==> config.mk <==
export PLATFORM = sky130hd
export DESIGN_NAME = synth_ctl_port
export DESIGN_NICKNAME = d
export VERILOG_FILES = /design/src/rtl/synth_ctl_pkg.sv /design/src/rtl/ser_shifter.sv /design/src/rtl/f1_store.sv /design/src/rtl/stat_mux.sv /design/src/rtl/synth_ctl_port.sv
export SDC_FILE = /design/constraint.sdc
export NUM_CORES = 1
export LEC_CHECK = 0
export BUFFER_PORTS_ARGS = -buffer_cell sky130_fd_sc_hd__buf_2
export CAP_MARGIN = 20
export CORE_MARGIN = 2
export CORE_UTILIZATION = 45
export DETAILED_ROUTE_END_ITERATION = 16
export PLACE_DENSITY_LB_ADDON = 0.12
export SLEW_MARGIN = 15
export SYNTH_ARGS = -nofsm -noshare
export SYNTH_HDL_FRONTEND = slang
export SYNTH_SLANG_ARGS = --single-unit
==> constraint.sdc <==
create_clock -name clk -period 3.28 [get_ports clk]
set_clock_uncertainty 0.05 [all_clocks]
set_input_delay 0.656 -clock clk [delete_from_list [all_inputs] [get_ports clk]]
set_output_delay 0.656 -clock clk [all_outputs]
set_load 0.05 [all_outputs]
==> src/rtl/synth_ctl_pkg.sv <==
package synth_ctl_pkg;

   typedef enum logic [2:0] {
      OSEL_ALOCK = 3'b000,
      OSEL_RSV1  = 3'b001,
      OSEL_DLOCK = 3'b010,
      OSEL_RSV3  = 3'b011,
      OSEL_RSV4  = 3'b100,
      OSEL_RSV5  = 3'b101,
      OSEL_NDIV  = 3'b110,
      OSEL_RDIV  = 3'b111
   } osel_e;

   typedef struct packed {
      logic  mod16;
      osel_e osel;
   } f1_t;

   localparam f1_t F1_RESET = '{mod16: 1'b0, osel: OSEL_ALOCK};

   function automatic logic osel_reserved(input osel_e c);
      case (c)
         OSEL_ALOCK, OSEL_DLOCK, OSEL_NDIV, OSEL_RDIV: osel_reserved = 1'b0;
         default:                                     osel_reserved = 1'b1;
      endcase
   endfunction

endpackage

==> src/rtl/ser_shifter.sv <==
module ser_shifter #(
   parameter int WORD_W    = 24,
   parameter bit MSB_FIRST = 1'b1
) (
   input  logic              clk,
   input  logic              rst_n,
   input  logic              sdata,
   input  logic              le,
   output logic [WORD_W-1:0] word,
   output logic              latch_pulse
);

   logic le_q;
   logic [WORD_W-1:0] word_nx;

   initial begin
      if (WORD_W < 4) $fatal(1, "ser_shifter: WORD_W too small");
   end

   generate
      if (MSB_FIRST) begin : g_msb
         assign word_nx = {word[WORD_W-2:0], sdata};
      end else begin : g_lsb
         assign word_nx = {sdata, word[WORD_W-1:1]};
      end
   endgenerate

   always_ff @(posedge clk or negedge rst_n) begin
      if (!rst_n) begin
         word <= '0;
         le_q <= 1'b0;
      end else begin
         le_q <= le;
         if (!le) word <= word_nx;
      end
   end

   assign latch_pulse = le & ~le_q;

   // edges while latch enable is high do not move the word
   p_hold_while_le_r9: assert property (@(posedge clk) disable iff (!rst_n)
      le |=> $stable(word));

   // with latch enable low the newest bit enters at the LSB
   p_shift_in_r1: assert property (@(posedge clk) disable iff (!rst_n)
      (!le && MSB_FIRST) |=> (word[0] == $past(sdata)));

endmodule

==> src/rtl/f1_store.sv <==
module f1_store
   import synth_ctl_pkg::*;
#(
   parameter int WORD_W    = 24,
   parameter int ADDR_W    = 2,
   parameter int ADDR_CODE = 0,
   parameter int MOD_BIT   = 20,
   parameter int SEL_LSB   = 17,
   parameter int SEL_W     = 3
) (
   input  logic              clk,
   input  logic              rst_n,
   input  logic              latch,
   input  logic [WORD_W-1:0] word,
   output f1_t               f1,
   output logic              err
);

   localparam int SEL_MSB = SEL_LSB + SEL_W - 1;

   initial begin
      if (SEL_W != 3)            $fatal(1, "f1_store: SEL_W must be 3");
      if (MOD_BIT >= WORD_W)     $fatal(1, "f1_store: MOD_BIT out of range");
      if (SEL_MSB >= WORD_W)     $fatal(1, "f1_store: select field out of range");
      if (SEL_LSB < ADDR_W)      $fatal(1, "f1_store: select overlaps address");
      if (ADDR_CODE >= (1 << ADDR_W)) $fatal(1, "f1_store: ADDR_CODE too wide");
   end

   logic  hit;
   f1_t   f1_nx;

   assign hit = latch && (word[ADDR_W-1:0] == ADDR_W'(ADDR_CODE));

   always_comb begin
      f1_nx.mod16 = word[MOD_BIT];
      f1_nx.osel  = osel_e'(word[SEL_MSB:SEL_LSB]);
   end

   always_ff @(posedge clk or negedge rst_n) begin
      if (!rst_n) begin
         f1  <= F1_RESET;
         err <= 1'b0;
      end else if (hit) begin
         f1  <= f1_nx;
         err <= err | osel_reserved(f1_nx.osel);
      end
   end

   // a latch to a foreign address keeps the register and the flag
   p_foreign_addr_keep_r7: assert property (@(posedge clk) disable iff (!rst_n)
      (latch && word[ADDR_W-1:0] != ADDR_W'(ADDR_CODE)) |=> ($stable(f1) && $stable(err)));

   // a matching latch lands the word fields in the register
   p_load_fields_r2: assert property (@(posedge clk) disable iff (!rst_n)
      (latch && word[ADDR_W-1:0] == ADDR_W'(ADDR_CODE)) |=>
         (f1.mod16 == $past(word[MOD_BIT]) && f1.osel == $past(word[SEL_MSB:SEL_LSB])));

   // the error flag never clears outside reset
   p_err_sticky_r6: assert property (@(posedge clk) disable iff (!rst_n)
      err |=> err);

   // the flag rises only together with a reserved code
   p_err_cause_r6: assert property (@(posedge clk) disable iff (!rst_n)
      $rose(err) |-> osel_reserved(f1.osel));

endmodule

==> src/rtl/stat_mux.sv <==
module stat_mux
   import synth_ctl_pkg::*;
#(
   parameter bit RSV_LEVEL = 1'b0
) (
   input  osel_e osel,
   input  logic  lock_ana,
   input  logic  lock_dig,
   input  logic  ndiv,
   input  logic  rdiv,
   output logic  stat
);

   logic routed;

   always_comb begin
      case (osel)
         OSEL_ALOCK: routed = lock_ana;
         OSEL_DLOCK: routed = lock_dig;
         OSEL_NDIV:  routed = ndiv;
         OSEL_RDIV:  routed = rdiv;
         default:    routed = 1'b0;
      endcase
   end

   generate
      if (RSV_LEVEL) begin : g_rsv_high
         assign stat = osel_reserved(osel) ? 1'b1 : routed;
      end else begin : g_rsv_low
         assign stat = routed;
      end
   endgenerate

endmodule

==> src/rtl/synth_ctl_port.sv <==
module synth_ctl_port
   import synth_ctl_pkg::*;
#(
   parameter int WORD_W    = 24,
   parameter int ADDR_W    = 2,
   parameter int F1_ADDR   = 0,
   parameter int MOD_BIT   = 20,
   parameter int SEL_LSB   = 17,
   parameter int SEL_W     = 3,
   parameter bit MSB_FIRST = 1'b1
) (
   input  logic clk,
   input  logic rst_n,
   input  logic ser_data,
   input  logic ser_le,
   input  logic lock_ana_i,
   input  logic lock_dig_i,
   input  logic ndiv_i,
   input  logic rdiv_i,
   output logic frac_mod16_o,
   output logic stat_o,
   output logic osel_err_o
);

   logic [WORD_W-1:0] word;
   logic              latch_pulse;
   f1_t               f1;

   ser_shifter #(
      .WORD_W   (WORD_W),
      .MSB_FIRST(MSB_FIRST)
   ) u_shift (
      .clk        (clk),
      .rst_n      (rst_n),
      .sdata      (ser_data),
      .le         (ser_le),
      .word       (word),
      .latch_pulse(latch_pulse)
   );

   f1_store #(
      .WORD_W   (WORD_W),
      .ADDR_W   (ADDR_W),
      .ADDR_CODE(F1_ADDR),
      .MOD_BIT  (MOD_BIT),
      .SEL_LSB  (SEL_LSB),
      .SEL_W    (SEL_W)
   ) u_f1 (
      .clk  (clk),
      .rst_n(rst_n),
      .latch(latch_pulse),
      .word (word),
      .f1   (f1),
      .err  (osel_err_o)
   );

   stat_mux #(
      .RSV_LEVEL(1'b0)
   ) u_mux (
      .osel    (f1.osel),
      .lock_ana(lock_ana_i),
      .lock_dig(lock_dig_i),
      .ndiv    (ndiv_i),
      .rdiv    (rdiv_i),
      .stat    (stat_o)
   );

   assign frac_mod16_o = f1.mod16;

   // reserved codes hold the pin low
   p_rsv_pin_low_r5: assert property (@(posedge clk) disable iff (!rst_n)
      osel_reserved(f1.osel) |-> !stat_o);

   // a reserved code in the register implies the flag
   p_rsv_flagged_r6: assert property (@(posedge clk) disable iff (!rst_n)
      osel_reserved(f1.osel) |-> osel_err_o);

   // digital-lock code follows its source
   p_route_dlock_r4: assert property (@(posedge clk) disable iff (!rst_n)
      (f1.osel == OSEL_DLOCK) |-> (stat_o == lock_dig_i));

endmodule

==> impl_metrics.yaml, run 1 <==
route:
  num_vias: 531
  initialDrtViolationCount: 4
  ant_nets: 0
  drtPass1Iterations: 4
  wl_per_cell_um: 12.6
  via_per_inst: 5.06
  drc: 0
  drt_wl_total_um: 1320
final_layout:
  drive_gt1_frac: 0.494
  final_core_util: 0.519
  n_antenna_cell: 0
  final_net_count: 86
  regArea_um2: 676
  area_growth_syn_to_layout_pct: 9.69
  multi_input_area_um2: 357
  fillers: 194
  fin_cells: 105
clock_network:
  clkLatencyLatePin_ns: 0.31
  cts_setup_buffers: 0
  cts.path.max_buffers: 2
  cts_buffers: 3
  cts_resized: 0
  clock-sinks: 27
  root_buffer: "clkbuf_4"
  h-tree-depth: 1
  hold_buffers: 0
  clk_pin_slew_ns: 0.13
  cts_tree: "built"
synthesis:
  syn_area_per_cell_um2: 16.1
  synth_nets: 73
  synthCells: 65
  yosysSeqAreaShare: 0.646
  ys_warn_count: 0
  synth_area_um2: 1050
  synth_cell_type_count: 13
  synth_seq_cells: 27
status:
  status: "finished, final reports clean"
grt:
  grt_pass1_vias: 549
  antenna_found_initial: 0
  grt_pass1_wl_um: 2450
  grt_overflow: 0
  track_usage: 0.126
  grt_max_degree: 28
die:
  die_h_um: 52.2
  io_pins: 11
  core_um2: 2210
  initial_core_util: 0.473
  fp-row-count: 17
  die_w_um: 52.2
  die-area_um2: 2730
timing:
  finalHoldViolations: 0
  finalSetupViolCount: 0
  max_freq_ghz: 0.468
  finalCriticalPeriod_ns: 2.14
  finalMaxSlewViolations: 0
  whs_ns: 0.267
  tns_ns: 0
  post-route-period-util: 0.651
  worst_pin_slew_ns: 0.582
  relSlewSlack: 0.612
  grt_setup_unrepaired: "no"
setup_path:
  startpoint_type: "register"
  r2r_cells: 2
  critPathMaxFanout: 4
  r2r_end: "u_f1.f1[1]$_DFFE_PN0P_"
  r2r_setup_slack_ns: 1.90
  critPathCaptureType: "primary output"
  r2r-start: "u_shift.word[1]$_DFFE_PN0N_"
  worstSetupPathType: "register to primary output"
  cp.arrival_ns: 1.43
  required_ns: 2.57
worst_hold_path:
  holdCritPathClass: "primary input to asynchronous set/reset pin"
power_and_ir_drop:
  p_per_area_nw_per_um2: 817
  p_total_w: 0.000937
  peakVddDrop_mv: 0.488
  p_leak_nw: 0.529
placed_design:
  port_buffers: 10
  placedCellCount: 101
  gp_congestion: 0.595
  dp_hpwl_um: 889
flow_run:
  cap_violations: 0
==> cells by family (layout without fill, tap and decap cells) <==
kind of cell	after synthesis	count (layout)	synth area share
AO/OA/AOI/OAI	5	5	0.0335
buffers and inverters	3	15	0.0132
flip-flops	27	27	0.646
multiplexers	25	25	0.268
AND/OR/NAND/NOR	5	5	0.0395
==> worst max-delay path by stage <==
stage | from | end | slack (ns) | cells after the start
global route | u_f1.f1[2]$_DFFE_PN0P_ | stat_o | 1.05 | 4
global placement | ndiv_i | stat_o | 1.24 | 5
detailed placement | ndiv_i | stat_o | 1.21 | 5
CTS | u_f1.f1[2]$_DFFE_PN0P_ | stat_o | 1.12 | 4
floorplan | ndiv_i | stat_o | 1.30 | 3
finish | u_f1.f1[2]$_DFFE_PN0P_ | stat_o | 1.14 | 4
==> cell type report <==
| class | instances | share of cell area |
|---|---|---|
| sequential | 27 | 0.589 |
| multi-input combinational | 35 | 0.311 |
| timing repair buffer | 10 | 0.0436 |
| tap | 28 | 0.0305 |
| clock buffer | 4 | 0.0229 |
| inverter | 1 | 0.00327 |
==> power by group <==
part / internal, W / total, W / switching, W
Sequential: 0.000464 / 0.000543 / 0.0000791
Clock: 0.0000475 / 0.000135 / 0.0000874
Combinational: 0.000131 / 0.000259 / 0.000128
==> registers in the layout, summed over array words and instances, names as in the netlist <==
signal and cells:
u_shift.word 21, u_f1.f1 4, u_f1.err 1, u_shift.le_q 1
==> metal layers <==
| metal | vias up | GRT usage | part of all wire | wire, um |
|---|---|---|---|---|
| li1 | 255 | - | - | - |
| met1 | 264 | 0.163 | 0.50 | 663 |
| met2 | 12 | 0.190 | 0.45 | 597 |
| met3 | 0 | 0.0343 | 0.045 | 59 |
| met4 | 0 | 0.0769 | 0 | 0 |
| met5 | - | 0 | 0 | 0 |
==> worst max-delay path: stages, from the launching register on <==
cell and delay [ns]:
dfrtp_1 0.43, a21boi_0 0.13, o21ai_0 0.15, o211a_1 0.16
buf_2 0.25
==> stage by stage <==
| stage | setup slack [ns] | cell area [um^2] |
|---|---|---|
| after floorplan | 1.30 | 1050 |
| after global placement | 1.24 | 1120 |
| after detailed placement | 1.21 | 1120 |
| after CTS | 1.12 | 1150 |
| after global routing | 1.05 | 1150 |
| final | 1.14 | 1150 |
==> cell usage after synthesis <==
library cell / number / area, um^2
nor2_1: 1 / 3.75
buf_2: 2 / 10.0
inv_1: 1 / 3.75
mux2_2: 24 / 270
nand4_1: 1 / 6.26
nor4b_4: 1 / 23.8
nand2_1: 2 / 7.51
o211a_1: 1 / 10.0
a21boi_0: 1 / 7.51
a21o_1: 1 / 7.51
dfrtp_1: 27 / 676
o21ai_0: 2 / 10.0
mux2i_1: 1 / 10.0
==> layout by cell type, fill, tap and decap left out, types with 2 or more instances in the layout <==
cell type  instances
nand2_1            2
dfrtp_1           27
clkbuf_4           3
mux2_2            24
o21ai_0            2
buf_2             10
No activity file was read; power rests on OpenSTA's default activity.
==> run 2, diff against run 1 <==
--- a/config.mk
+++ b/config.mk
@@ -5,6 +5,7 @@
 export SDC_FILE = /design/constraint.sdc
 export NUM_CORES = 1
 export LEC_CHECK = 0
+export ABC_AREA = 1
 export BUFFER_PORTS_ARGS = -buffer_cell sky130_fd_sc_hd__buf_2
 export CAP_MARGIN = 20
 export CORE_MARGIN = 2
==> constraint.sdc (replaced) <==
create_clock -name clk -period 2 [get_ports clk]
set_clock_uncertainty 0.05 [all_clocks]
set_input_delay 0.4 -clock clk [delete_from_list [all_inputs] [get_ports clk]]
set_output_delay 0.4 -clock clk [all_outputs]
set_load 0.05 [all_outputs]
==> run 2 against run 1 <==
Largest cell class unchanged. Critical endpoint unchanged. First-iteration DRC count grew to 5.8 times the previous value. Highest routed layer is now met4. Global-route usage is 2.9 points higher. Setup slack got worse by 0.94 ns. Synthesized area rose by 5.1%. Combinational power decreased by 24%. Via count is 47% higher. Largest power group unchanged. Sequential cell count did not move. Power up 18%. Synthesized cell count up 91%. Sequential power rose by 24%.
==> impl_metrics.yaml, run 2 <==
placed_design:
  port_buffers: 10
  gp_congestion: 0.736
  dp_hpwl_um: 1240
  place_area_um2: 1160
route:
  drc: 0
  num_vias: 783
  ant_nets: 0
  via_per_inst: 4.80
  drtPass1Iterations: 4
  drt_wl_total_um: 1750
  wl_per_cell_um: 10.7
  initialDrtViolationCount: 23
setup_path:
  critPathCaptureType: "primary output"
  startpoint_type: "register"
  critPathMaxFanout: 4
  r2r_setup_slack_ns: 0.97
  worstSetupPathType: "register to primary output"
  cp.arrival_ns: 1.35
  required_ns: 1.55
timing:
  grt_setup_unrepaired: "no"
  finalCriticalPeriod_ns: 1.80
  finalSetupViolCount: 0
  finalHoldViolations: 0
  worst_pin_slew_ns: 0.581
  finalMaxSlewViolations: 0
  post-route-period-util: 0.900
  tns_ns: 0
  max_freq_ghz: 0.556
  relSlewSlack: 0.613
synthesis:
  ys_top_cells_by_count: "nand2_1 (63), dfrtp_1 (27), inv_1 (10)"
  synth_top_area_cell: "dfrtp_1"
  ys_warn_count: 0
  synth_cell_type_count: 13
  synth_compound_area_frac: 0.0614
  yosysSeqAreaShare: 0.614
  synthCells: 124
  async_reset_ff_frac: 1.00
  synth_seq_cells: 27
  synth_area_um2: 1100
  synthTopCellsByArea: "dfrtp_1 (61%), nand2_1 (22%), o21ai_0 (4.1%)"
  synth_top_area_share: 0.614
  syn_area_per_cell_um2: 8.87
  yosys.area_share.adder: 0
  synth_nets: 132
  synthSimpleGateAreaFrac: 0.257
  synth_top_family_by_area: "simple AND/OR/NAND/NOR gates"
  synth.area.mux_share: 0
  synth_xor_area_frac: 0
  yosysMostFrequentCell: "nand2_1"
  synth_flop_cell: "dfrtp_1"
  synth_edf_count: 0
grt:
  grt_pass1_vias: 705
  met3_usage: 0.0254
  track_usage: 0.155
  use_met2: 0.245
  grt_pass1_wl_um: 3100
  met1_usage: 0.200
  antenna_found_initial: 0
  grt_max_degree: 28
  grt_overflow: 0
  top_usage_layer: "met2"
final_layout:
  area_growth_syn_to_layout_pct: 7.96
  final_cell_mix: "nand2_1 (63), dfrtp_1 (27), inv_1 (10), buf_2 (10), o21ai_0 (9)"
  postLayoutCellArea_um2: 1190
  largest_register_ffs: 21
  final_common_cell: "nand2_1"
  final_net_count: 144
  n_antenna_cell: 0
  drive_gt1_frac: 0.133
  largest-register: "u_shift.word"
  fillers: 220
  top_regs: "u_shift.word x21, u_f1.f1 x4"
clock_network:
  clk_pin_slew_ns: 0.14
  hold_buffers: 0
  h-tree-depth: 1
  cts_setup_buffers: 0
  root_buffer: "clkbuf_4"
  clock-sinks: 27
  cts_tree: "built"
  cts.path.max_buffers: 2
  cts_buffers: 3
  cts_resized: 0
  clkLatencyLatePin_ns: 0.32
die:
  fp-row-count: 17
  core_um2: 2250
  die-area_um2: 2860
  io_pins: 11
  die_w_um: 53.4
  die_h_um: 53.4
  initial_core_util: 0.488
power_and_ir_drop:
  peakVddDrop_mv: 0.547
  p_leak_nw: 0.677
  p_per_area_nw_per_um2: 931
worst_hold_path:
  holdCritPathClass: "primary input to asynchronous set/reset pin"
flow_run:
  cap_violations: 0
status:
  status: "finished, final reports clean"
[run 2: changes by cell type in the layout (fill, tap and decap cells not counted), moves of 2 or more]
cell,delta
nand2_1,+61
nor2_1,+3
o21ai_0,+7
mux2_2,-24
o21ai_1,+2
inv_1,+9
[run 2: final cells by class]
type	count	area [um^2]	area share
well taps	28	35.0	0.0295
clock inverters	1	5.00	0.00421
clock buffers	3	22.5	0.0190
flip-flops and latches	27	676	0.569
multi-input cells	82	350	0.295
repair buffers	11	57.6	0.0485
inverters	11	41.3	0.0348
[run 2: power breakdown]
part           switching [W]  internal, W  leakage [nW]
combinational       0.000136    0.0000628         0.311
clock               0.000158    0.0000750        0.0177
sequential         0.0000450     0.000629         0.348
[run 2: kinds of logic after synthesis]
| kind of cell | after synthesis |
|---|---|
| AOI/OAI and AO/OA | 13 |
| buffers and inverters | 15 |
| and+or+nand+nor | 69 |
| DFF | 27 |
[run 2: worst max-delay path: stages (launching register included)]
cell and delay, ns:
dfrtp_1 0.45, nand2_1 0.09, nand2_1 0.06, nand2_1 0.06, nand2_1 0.05, nor2_1 0.08
buf_2 0.26
[run 2: per-layer routing]
layer / up-vias / routed length [um]
met1: 373 / 874
li1: 395 / -
met3: 4 / 48
met4: 0 / 34
met2: 11 / 794
met5: - / 0
[run 2: worst paths after layout]
kind | cells after the start | startpoint | end
min reg2reg | 2 | u_f1.err$_DFFE_PN0P_ | u_f1.err$_DFFE_PN0P_
min | 1 | rst_n | u_f1.f1[1]$_DFFE_PN0P_
max in group asynchronous | 1 | rst_n | u_shift.word[12]$_DFFE_PN0N_
max reg2reg | 5 | u_shift.word[1]$_DFFE_PN0N_ | u_f1.f1[0]$_DFFE_PN0P_
min in group clk | 2 | ser_data | u_shift.word[0]$_DFFE_PN0N_
max | 6 | u_f1.f1[1]$_DFFE_PN0P_ | stat_o
[run 2: per-stage QoR]
step	power, W	cells	util	worst slack [ns]	hold WS [ns]
global placement	0.000876	159	0.514	0.556	0.388
global route	0.00117	163	0.527	0.124	0.0498
detailed placement	0.000887	159	0.514	0.497	0.385
CTS	0.00112	163	0.527	0.192	0.0166
floorplan	0.000830	124	-	0.314	0.0544
finish	0.00111	163	0.527	0.200	0.00343
